**src/rtl/jat_pkg.sv**
```systemverilog
package jat_pkg;

    typedef enum logic [1:0] {
        ST_BYPASS   = 2'd0,
        ST_TRACK    = 2'd1,
        ST_RECENTER = 2'd2
    } ctr_state_e;

    typedef struct packed {
        logic cen;
        logic und_ie;
        logic ovr_ie;
        logic lim_en;
    } jat_ctrl_t;

    localparam int CTL_CEN_BIT = 4;
    localparam int CTL_UIE_BIT = 3;
    localparam int CTL_OIE_BIT = 2;
    localparam int CTL_LIM_BIT = 0;
    localparam int STS_OVR_BIT = 1;
    localparam int STS_UND_BIT = 0;

endpackage

```
**src/rtl/jat_bit_buffer.sv**
```systemverilog
module jat_bit_buffer #(
    parameter int DEPTH = 32,
    localparam int AW = $clog2(DEPTH),
    localparam int CW = $clog2(DEPTH + 1)
) (
    input  logic          clk,
    input  logic          rst_n,
    input  logic          wr_en,
    input  logic          wr_bit,
    input  logic          rd_en,
    input  logic          recenter,
    output logic          rd_bit,
    output logic [CW-1:0] fill,
    output logic          ovr_evt,
    output logic          und_evt
);

    localparam logic [CW-1:0] FULL_C = CW'(DEPTH);
    localparam logic [CW-1:0] HALF_C = CW'(DEPTH / 2);
    localparam logic [AW-1:0] HALF_P = AW'(DEPTH / 2);

    logic [DEPTH-1:0] cells;
    logic [AW-1:0]    wptr_q, rptr_q, wptr_nx;
    logic [CW-1:0]    cnt_q;
    logic             wr_ok, rd_ok, is_full, is_empty;

    assign is_full  = (cnt_q == FULL_C);
    assign is_empty = (cnt_q == '0);

    // Centering cycle: write always lands, read request is ignored.
    assign wr_ok   = wr_en && (recenter || !is_full || rd_en);
    assign rd_ok   = rd_en && !recenter && !is_empty;
    assign ovr_evt = wr_en && !recenter && is_full && !rd_en;
    assign und_evt = rd_en && !recenter && is_empty;
    assign wptr_nx = wptr_q + AW'(wr_ok);

    for (genvar g = 0; g < DEPTH; g++) begin : g_cell
        logic cell_q;
        always_ff @(posedge clk or negedge rst_n) begin
            if (!rst_n)
                cell_q <= 1'b0;
            else if (wr_ok && (wptr_q == AW'(g)))
                cell_q <= wr_bit;
        end
        assign cells[g] = cell_q;
    end

    always_ff @(posedge clk or negedge rst_n) begin
        if (!rst_n) begin
            wptr_q <= '0;
            rptr_q <= '0;
            cnt_q  <= '0;
        end else begin
            wptr_q <= wptr_nx;
            if (recenter) begin
                rptr_q <= wptr_nx - HALF_P;
                cnt_q  <= HALF_C;
            end else begin
                rptr_q <= rptr_q + AW'(rd_ok);
                cnt_q  <= cnt_q + CW'(wr_ok) - CW'(rd_ok);
            end
        end
    end

    always_ff @(posedge clk or negedge rst_n) begin
        if (!rst_n)
            rd_bit <= 1'b0;
        else if (rd_ok)
            rd_bit <= cells[rptr_q];
        else if (und_evt)
            rd_bit <= 1'b0;
    end

    assign fill = cnt_q;

    assert_ovr_full_R4: assert property (@(posedge clk) disable iff (!rst_n)
        ovr_evt |=> (fill == FULL_C));

    assert_und_empty_R5: assert property (@(posedge clk) disable iff (!rst_n)
        (und_evt && !wr_en) |=> (fill == '0 && rd_bit == 1'b0));

endmodule

```
**src/rtl/jat_center_fsm.sv**
```systemverilog
module jat_center_fsm
    import jat_pkg::*;
#(
    parameter int DEPTH    = 32,
    parameter int MARGIN   = 4,
    parameter int LIMIT_UI = 1,
    localparam int CW = $clog2(DEPTH + 1)
) (
    input  logic          clk,
    input  logic          rst_n,
    input  logic          cen,
    input  logic          lim_en,
    input  logic [CW-1:0] fill,
    output logic          recenter,
    output logic          speed_up,
    output logic          slow_down
);

    localparam logic [CW-1:0] LOW_C   = CW'(MARGIN);
    localparam logic [CW-1:0] HIGH_C  = CW'(DEPTH - MARGIN);
    localparam logic [CW-1:0] HALF_C  = CW'(DEPTH / 2);
    localparam logic [CW-1:0] LIM_LO  = CW'(LIMIT_UI);
    localparam logic [CW-1:0] LIM_HI  = CW'(DEPTH - LIMIT_UI);

    ctr_state_e st_q, st_nx;
    logic       near_edge;

    assign near_edge = (fill <= LOW_C) || (fill >= HIGH_C);

    always_ff @(posedge clk or negedge rst_n) begin
        if (!rst_n)
            st_q <= ST_BYPASS;
        else
            st_q <= st_nx;
    end

    always_comb begin
        st_nx = st_q;
        unique case (st_q)
            ST_BYPASS:   if (cen) st_nx = ST_RECENTER;
            ST_TRACK: begin
                if (!cen)           st_nx = ST_BYPASS;
                else if (near_edge) st_nx = ST_RECENTER;
            end
            ST_RECENTER: st_nx = cen ? ST_TRACK : ST_BYPASS;
            default:     st_nx = ST_BYPASS;
        endcase
    end

    always_comb begin
        recenter  = (st_q == ST_RECENTER);
        speed_up  = lim_en && (fill >= LIM_HI);
        slow_down = lim_en && (fill <= LIM_LO);
    end

    assert_track_margin_R3: assert property (@(posedge clk) disable iff (!rst_n)
        (st_q == ST_TRACK) |-> (fill >= LOW_C && fill <= HIGH_C));

    assert_recenter_half_R2: assert property (@(posedge clk) disable iff (!rst_n)
        (st_q == ST_RECENTER) |=> (fill == HALF_C));

endmodule

```
**src/rtl/jat_ctrl_regs.sv**
```systemverilog
module jat_ctrl_regs
    import jat_pkg::*;
(
    input  logic       clk,
    input  logic       rst_n,
    input  logic       reg_sel,
    input  logic       reg_wr,
    input  logic       reg_rd,
    input  logic [7:0] reg_wdata,
    input  logic       ovr_evt,
    input  logic       und_evt,
    output jat_ctrl_t  ctrl,
    output logic [7:0] reg_rdata,
    output logic       irq
);

    jat_ctrl_t ctrl_q;
    logic      sts_ovr_q, sts_und_q, sts_clr;

    assign sts_clr = reg_rd && reg_sel;

    always_ff @(posedge clk or negedge rst_n) begin
        if (!rst_n) begin
            ctrl_q <= '0;
        end else if (reg_wr && !reg_sel) begin
            ctrl_q.cen    <= reg_wdata[CTL_CEN_BIT];
            ctrl_q.und_ie <= reg_wdata[CTL_UIE_BIT];
            ctrl_q.ovr_ie <= reg_wdata[CTL_OIE_BIT];
            ctrl_q.lim_en <= reg_wdata[CTL_LIM_BIT];
        end
    end

    // A fresh event outranks a clearing read in the same cycle.
    always_ff @(posedge clk or negedge rst_n) begin
        if (!rst_n) begin
            sts_ovr_q <= 1'b0;
            sts_und_q <= 1'b0;
        end else begin
            if (ovr_evt)      sts_ovr_q <= 1'b1;
            else if (sts_clr) sts_ovr_q <= 1'b0;
            if (und_evt)      sts_und_q <= 1'b1;
            else if (sts_clr) sts_und_q <= 1'b0;
        end
    end

    always_comb begin
        reg_rdata = '0;
        if (reg_sel) begin
            reg_rdata[STS_OVR_BIT] = sts_ovr_q;
            reg_rdata[STS_UND_BIT] = sts_und_q;
        end else begin
            reg_rdata[CTL_CEN_BIT] = ctrl_q.cen;
            reg_rdata[CTL_UIE_BIT] = ctrl_q.und_ie;
            reg_rdata[CTL_OIE_BIT] = ctrl_q.ovr_ie;
            reg_rdata[CTL_LIM_BIT] = ctrl_q.lim_en;
        end
    end

    assign ctrl = ctrl_q;
    assign irq  = (sts_ovr_q && ctrl_q.ovr_ie) || (sts_und_q && ctrl_q.und_ie);

    assert_ovr_sticky_R6: assert property (@(posedge clk) disable iff (!rst_n)
        ovr_evt |=> sts_ovr_q);

    assert_und_sticky_R6: assert property (@(posedge clk) disable iff (!rst_n)
        und_evt |=> sts_und_q);

    assert_clear_on_read_R6: assert property (@(posedge clk) disable iff (!rst_n)
        (sts_clr && !ovr_evt && !und_evt) |=> (!sts_ovr_q && !sts_und_q));

endmodule

```
**src/rtl/jat_fifo.sv**
```systemverilog
module jat_fifo
    import jat_pkg::*;
#(
    parameter int DEPTH    = 32,
    parameter int MARGIN   = 4,
    parameter int LIMIT_UI = 1,
    localparam int CW = $clog2(DEPTH + 1)
) (
    input  logic          clk,
    input  logic          rst_n,
    input  logic          wr_en,
    input  logic          wr_bit,
    input  logic          rd_en,
    output logic          rd_bit,
    output logic [CW-1:0] fill_lvl,
    output logic          speed_up,
    output logic          slow_down,
    output logic          irq,
    input  logic          reg_sel,
    input  logic          reg_wr,
    input  logic          reg_rd,
    input  logic [7:0]    reg_wdata,
    output logic [7:0]    reg_rdata
);

    jat_ctrl_t ctrl;
    logic      recenter, ovr_evt, und_evt;

    jat_ctrl_regs u_regs (
        .clk       (clk),
        .rst_n     (rst_n),
        .reg_sel   (reg_sel),
        .reg_wr    (reg_wr),
        .reg_rd    (reg_rd),
        .reg_wdata (reg_wdata),
        .ovr_evt   (ovr_evt),
        .und_evt   (und_evt),
        .ctrl      (ctrl),
        .reg_rdata (reg_rdata),
        .irq       (irq)
    );

    jat_center_fsm #(
        .DEPTH    (DEPTH),
        .MARGIN   (MARGIN),
        .LIMIT_UI (LIMIT_UI)
    ) u_fsm (
        .clk       (clk),
        .rst_n     (rst_n),
        .cen       (ctrl.cen),
        .lim_en    (ctrl.lim_en),
        .fill      (fill_lvl),
        .recenter  (recenter),
        .speed_up  (speed_up),
        .slow_down (slow_down)
    );

    jat_bit_buffer #(
        .DEPTH (DEPTH)
    ) u_buf (
        .clk      (clk),
        .rst_n    (rst_n),
        .wr_en    (wr_en),
        .wr_bit   (wr_bit),
        .rd_en    (rd_en),
        .recenter (recenter),
        .rd_bit   (rd_bit),
        .fill     (fill_lvl),
        .ovr_evt  (ovr_evt),
        .und_evt  (und_evt)
    );

    assert_irq_masked_R7: assert property (@(posedge clk) disable iff (!rst_n)
        (!ctrl.ovr_ie && !ctrl.und_ie) |-> !irq);

endmodule

```
**config.mk**
```make
export PLATFORM = sky130hd
export DESIGN_NAME = jat_fifo
export DESIGN_NICKNAME = d
export VERILOG_FILES = /design/src/rtl/jat_pkg.sv /design/src/rtl/jat_bit_buffer.sv /design/src/rtl/jat_center_fsm.sv /design/src/rtl/jat_ctrl_regs.sv /design/src/rtl/jat_fifo.sv
export SDC_FILE = /design/constraint.sdc
export NUM_CORES = 1
export LEC_CHECK = 0
export BUFFER_PORTS_ARGS = -buffer_cell sky130_fd_sc_hd__buf_4
export CAP_MARGIN = 20
export CORE_MARGIN = 3
export CORE_UTILIZATION = 58
export DETAILED_ROUTE_END_ITERATION = 8
export PLACE_DENSITY = 0.76
export RECOVER_POWER = 25
export SYNTH_ARGS = -nofsm -noshare
export SYNTH_HDL_FRONTEND = slang
export SYNTH_SLANG_ARGS = --single-unit
```
**constraint.sdc**
```tcl
create_clock -name clk -period 3.5 [get_ports clk]
set_clock_uncertainty 0.2 [all_clocks]
set_input_delay 0.35 -clock clk [delete_from_list [all_inputs] [get_ports clk]]
set_output_delay 0.35 -clock clk [all_outputs]
set_load 0.005 [all_outputs]
```
Word-level counts from Yosys, hierarchy flattened
Index checks and enable logic that the tools add are counted.
Widths: inputs -> output; s select.
{ "classes": {"n_lt_le_gt_ge": 5, "n_addsub": 5, "n_reduce_logical": 61, "n_mux": 17, "n_eq_ne": 36} }
{ "ops": {"columns": ["cell", "n"], "rows": [
  ["$eq 5x5->1 const B", 16],
  ["$logic_and 1x1->1", 45],
  ["$eq 5x4->1 const B", 8],
  ["$eq 5x3->1 const B", 4],
  ["$ge 6x5->1 const B", 2],
  ["$add 5x1->5", 2],
  ["$eq 5x2->1 const B", 2],
  ["$mux 1", 9],
  ["$add 6x1->6", 1],
  ["$eq 6x6->1 const B", 1],
  ["$le 6x1->1 const B", 1],
  ["$le 6x3->1 const B", 1],
  ["$logic_not 6->1", 1],
  ["$lt 5x6->1 const B", 1],
  ["$mux 2", 3],
  ["$mux 6", 1],
  ["$pmux 2 s3", 1],
  ["$reduce_bool 2->1", 3],
  ["$sub 6x1->6", 1],
  ["$bmux 1 s5", 1],
  ["$eq 5x1->1 const B", 1],
  ["$logic_not 1->1", 5],
  ["$logic_not 5->1", 1],
  ["$mux 5", 1],
  ["other kinds (9)", 12]
]} }
{ "word_totals": {"register_bits": 57, "out_inout_bits": 18} }

Longest topological paths before layout
{ "depth": {"word_depth": 8, "mapped_depth": 13, "depth_no_buf": 13} }

By module
Synthesis repeated with hierarchy kept, for this count alone.
{ "unflattened": {"hier_cells": 278, "area_unflattened_um2": 3140.5} }
{ "modules_own_cells": {"columns": ["module", "area_per_inst_um2", "seq_area_each_um2", "cells_per_inst", "instances"], "rows": [
  ["jat_bit_buffer", 2671.3, 1226.2, 238, 1],
  ["jat_ctrl_regs", 322.8, 150.1, 24, 1],
  ["jat_center_fsm", 146.4, 50.0, 16, 1]
]} }

Least setup slack after synthesis
Ideal clock, no wire load.
{ "synth_timing": {"kind": "flip-flop to flip-flop", "start": "reg u_buf.cnt_q[4] (netlist: u_buf.fill[4])", "end": "reg u_buf.cnt_q[4] (netlist: u_buf.fill[4])", "arrival_time_ns": 2.502, "stages_incl_launch_ff": 13, "setup_ns": 0.133, "path_buffers": 0, "required_ns": 3.167, "synth_period_minus_slack_ns": 2.835, "setup_slack_ns": 0.665, "cell_sequence": "dfrtp_1 > inv_1 > ha_1 > or4b_1 > nor3_1 > nor2b_1 > ha_1 > fa_1 > a21oi_1 > nor2_1 > nor2_1 > xor2_1 > nand2_1"} }
{ "synth_via": {"elab_chain_cells": 8, "elab_cells_between_ends": 11} }
{ "synth_lines": {"columns": ["element", "line", "rtl"], "rows": [
  ["start, declared", "jat_bit_buffer.sv:24", "logic [CW-1:0] cnt_q;"],
  ["start signal, assigned", "jat_bit_buffer.sv:60", "cnt_q <= cnt_q + CW'(wr_ok) - CW'(rd_ok);"],
  ["$eq 6x6->1", "jat_bit_buffer.sv:27", "assign is_full = (cnt_q == FULL_C);"],
  ["$logic_not 1->1", "jat_bit_buffer.sv:31", "assign wr_ok = wr_en && (recenter || !is_full || rd_en);"],
  ["$logic_or 1x1->1 (2 in series)", "jat_bit_buffer.sv:31", null],
  ["$logic_and 1x1->1", "jat_bit_buffer.sv:31", null],
  ["$add 6x1->6", "jat_bit_buffer.sv:60", null],
  ["$sub 6x1->6 (*)", "jat_bit_buffer.sv:60", null],
  ["$mux 6 (*)", "jat_bit_buffer.sv:55", "if (recenter) begin"]
]} }
Mark *: on every way between the ends. The rest lies on a longest branch, timed or not.
A chain may end at the register's enable or synchronous reset.

Final worst setup path
Ends and elaborated chain as after synthesis.

==> out/metrics.yaml <==
drt:
  drtPass1Iterations: 5
  wire_per_inst_um: 15.8
  routed-via-count: 2176
  drc: 0
  routed_wl_um: 6180
  vias_per_cell: 5.58
  ant_nets: 0
  initialDrtViolationCount: 104
die:
  num_rows: 26
  dieArea_um2: 6280
  die_h_um: 79.2
  coreArea_um2: 5140
  io_pins: 34
  start_util_pct: 60.5
  die_x_um: 79.2
power_and_ir_drop:
  finalPower_mw: 3.09
  p_sw_share_pct: 36.6
  combPwrFrac_pct: 40.3
  leakage_nw: 1.64
  peakVddDrop_mv: 0.553
  p_switching_mw: 1.13
  power_density_nw_per_um2: 871
  clkPwrFrac_pct: 20.6
  p_int_mw: 1.96
  seq_power_share_pct: 39.0
sta:
  slew_viol_final: 0
  fin_crit_ns: 3.08
  min_period_over_period_pct: 88.1
  worst_pin_slew_ns: 1.39
  hold_viol: 0
  max-slew-margin-rel_pct: 7.28
  fmax_mhz: 324
  fin_tns_setup_ns: 0
  rsz0062_at_grt: "false"
  layout_setup_ws_ns: 0.416
  setup_violations: 0
finish:
  final_nets: 347
  antenna_cells: 0
  fillers: 436
  drive_gt1_share_pct: 25.3
  layout_common_cells: "57 x dfrtp_1, 54 x nand2_1, 34 x mux2_2, 26 x buf_4, 15 x ha_1"
  final_area_um2: 3550
  final_common_cell: "dfrtp_1"
  final_util_pct: 69.1
  syn_to_final_growth_pct: 14.2
global_routing:
  grt_usage_pct: 22.3
  grt_antenna_before_repair: 0
  grt_pass1_vias: 2230
  grt_overflow: 0
  grt_max_degree: 58
  grt_pass1_wl_um: 10700
clock_tree:
  cts_buffers: 9
  clkLatencyLatePin_ns: 0.33
  cts_sinks: 57
  cts_root_buf: "clkbuf_8"
  hold_buffers: 1
  clkTransAtPathRegs_ns: 0.06
  cts_buffer_depth: 2
  postCtsSetupBuffers: 0
  postCtsResizedCells: 0
  cts_tree: "built"
  htree_levels: 3
synth:
  postSynth.asyncResetShare_pct: 100
  synth_edf_count: 0
  yosysWarnings: 0
  synth_flop_cell: "dfrtp_1"
  ys_seq_area_share_pct: 45.8
  syn_inst: 290
  syn_avg_cell_area_um2: 10.7
  ys_ff_latch: 57
  synth_area_um2: 3110
  synth_cell_types: 38
status:
  status: "finished clean"
placement:
  globalplace.congestion: 0.842
  dpl_cell_area_um2: 3340
  dp_hpwl_um: 4260
  dp_slack_ns: 0.456
  portBuffers: 26
setup_path:
  criticalPathCategory: "flop to flop"
  start_kind: "flop"
  worst_r2r_path_depth: 12
  critical_path_arrival_ns: 3.08
  cp_max_fo: 4
  cp.required_ns: 3.49
  end_kind: "flop"
job:
  maxCapViolCount: 0
worst_hold_path:
  hold_depth: 2
  hold_class: "input port to flop"
-- final cells by class --
| type | instances | area [um2] | area share, % |
|---|---|---|---|
| flip-flops and latches | 57 | 1430 | 40.2 |
| inverters | 8 | 30.0 | 0.845 |
| clock buffers | 14 | 173 | 4.86 |
| repair buffers | 29 | 214 | 6.02 |
| clock inverters | 2 | 35.0 | 0.986 |
| well taps | 70 | 87.6 | 2.47 |
| multi-input cells | 210 | 1590 | 44.7 |
-- synth_stat cells (6+ instances only) --
cell type	instances	area [um2]
xnor2_1	6	52.6
nand3_1	6	30.0
nand2_1	54	203
o21ai_0	6	30.0
mux2i_1	9	90.1
nor2_1	12	45.0
nor2b_1	10	62.6
mux2_2	34	383
dfrtp_1	57	1430
inv_1	8	30.0
ha_1	15	188
clkbuf_1	12	45.0
-- path summary, 6_finish.rpt --
check	startpoint	end	slack, ns
worst max-delay path	u_buf.fill[4]	u_buf.fill[4]	0.42
worst min-delay path	reg_wdata[4]	u_regs.ctrl[3]	0.06
worst max register to register	u_buf.fill[4]	u_buf.fill[4]	0.42
worst min register to register	u_fsm.st_q[1]	u_fsm.st_q[1]	0.28
max in group asynchronous	rst_n	u_regs.ctrl[2]	1.58
min in group asynchronous	rst_n	u_buf.g_cell[15].cell_q	0.67
-- per-stage QoR --
step,hold WS [ns],instances
finish,0.0568,390
detailed placement,0.255,373
floorplan,-0.146,292
global route,0.0549,390
CTS,0.0440,390
global placement,0.251,373
-- layer usage --
layer	share of wire [%]	track usage, %	vias to the layer above
li1	-	-	1040
met5	0	0	-
met1	46	28.7	1079
met4	2.7	9.79	0
met3	3.7	3.97	13
met2	48	36.8	44
-- power groups by stage --
stage          clock [mW]  sequential (mW)  combinational [mW]
5_1_grt             0.679             1.25                1.40
2_1_floorplan           0             1.08                1.01
3_5_place_dp            0             1.22                1.25
4_1_cts             0.652             1.20                1.26
6_report            0.639             1.21                1.25
3_3_place_gp            0             1.20                1.22
-- cells by family (layout without fill, tap and decap cells) --
family | count (synthesis) | in the layout | synth area share [%]
flip-flops | 57 | 57 | 45.8
other | 1 | 3 | 0.121
buffers and inverters | 25 | 53 | 3.42
multiplexers | 51 | 51 | 19.5
XOR/XNOR | 9 | 9 | 2.53
AO/OA/AOI/OAI | 25 | 25 | 5.79
AND/OR/NAND/NOR | 106 | 106 | 16.1
adder cells (fa/ha/maj) | 16 | 16 | 6.67
-- worst max-delay path: stages (launching register included) --
cell and delay (ns):
dfrtp_1 0.40, inv_1 0.13, ha_1 0.17, or4b_1 0.51
nor3_1 0.24, nor2b_1 0.12, ha_1 0.23, fa_1 0.40
a21oi_1 0.16, nor2_1 0.05, nor2_1 0.11, xor2_1 0.16
nand2_1 0.07
-- state kept, by name (all words and copies together), names as in the netlist --
name,cells
u_buf.rptr_q,5
u_buf.fill,6
u_buf.rd_bit,1
u_buf.g_cell.cell_q,32
u_fsm.st_q,2
u_regs.ctrl,4
u_buf.wptr_q,5
u_regs.sts_ovr_q,1
u_regs.sts_und_q,1
No activity file was read; power rests on OpenSTA's default activity.
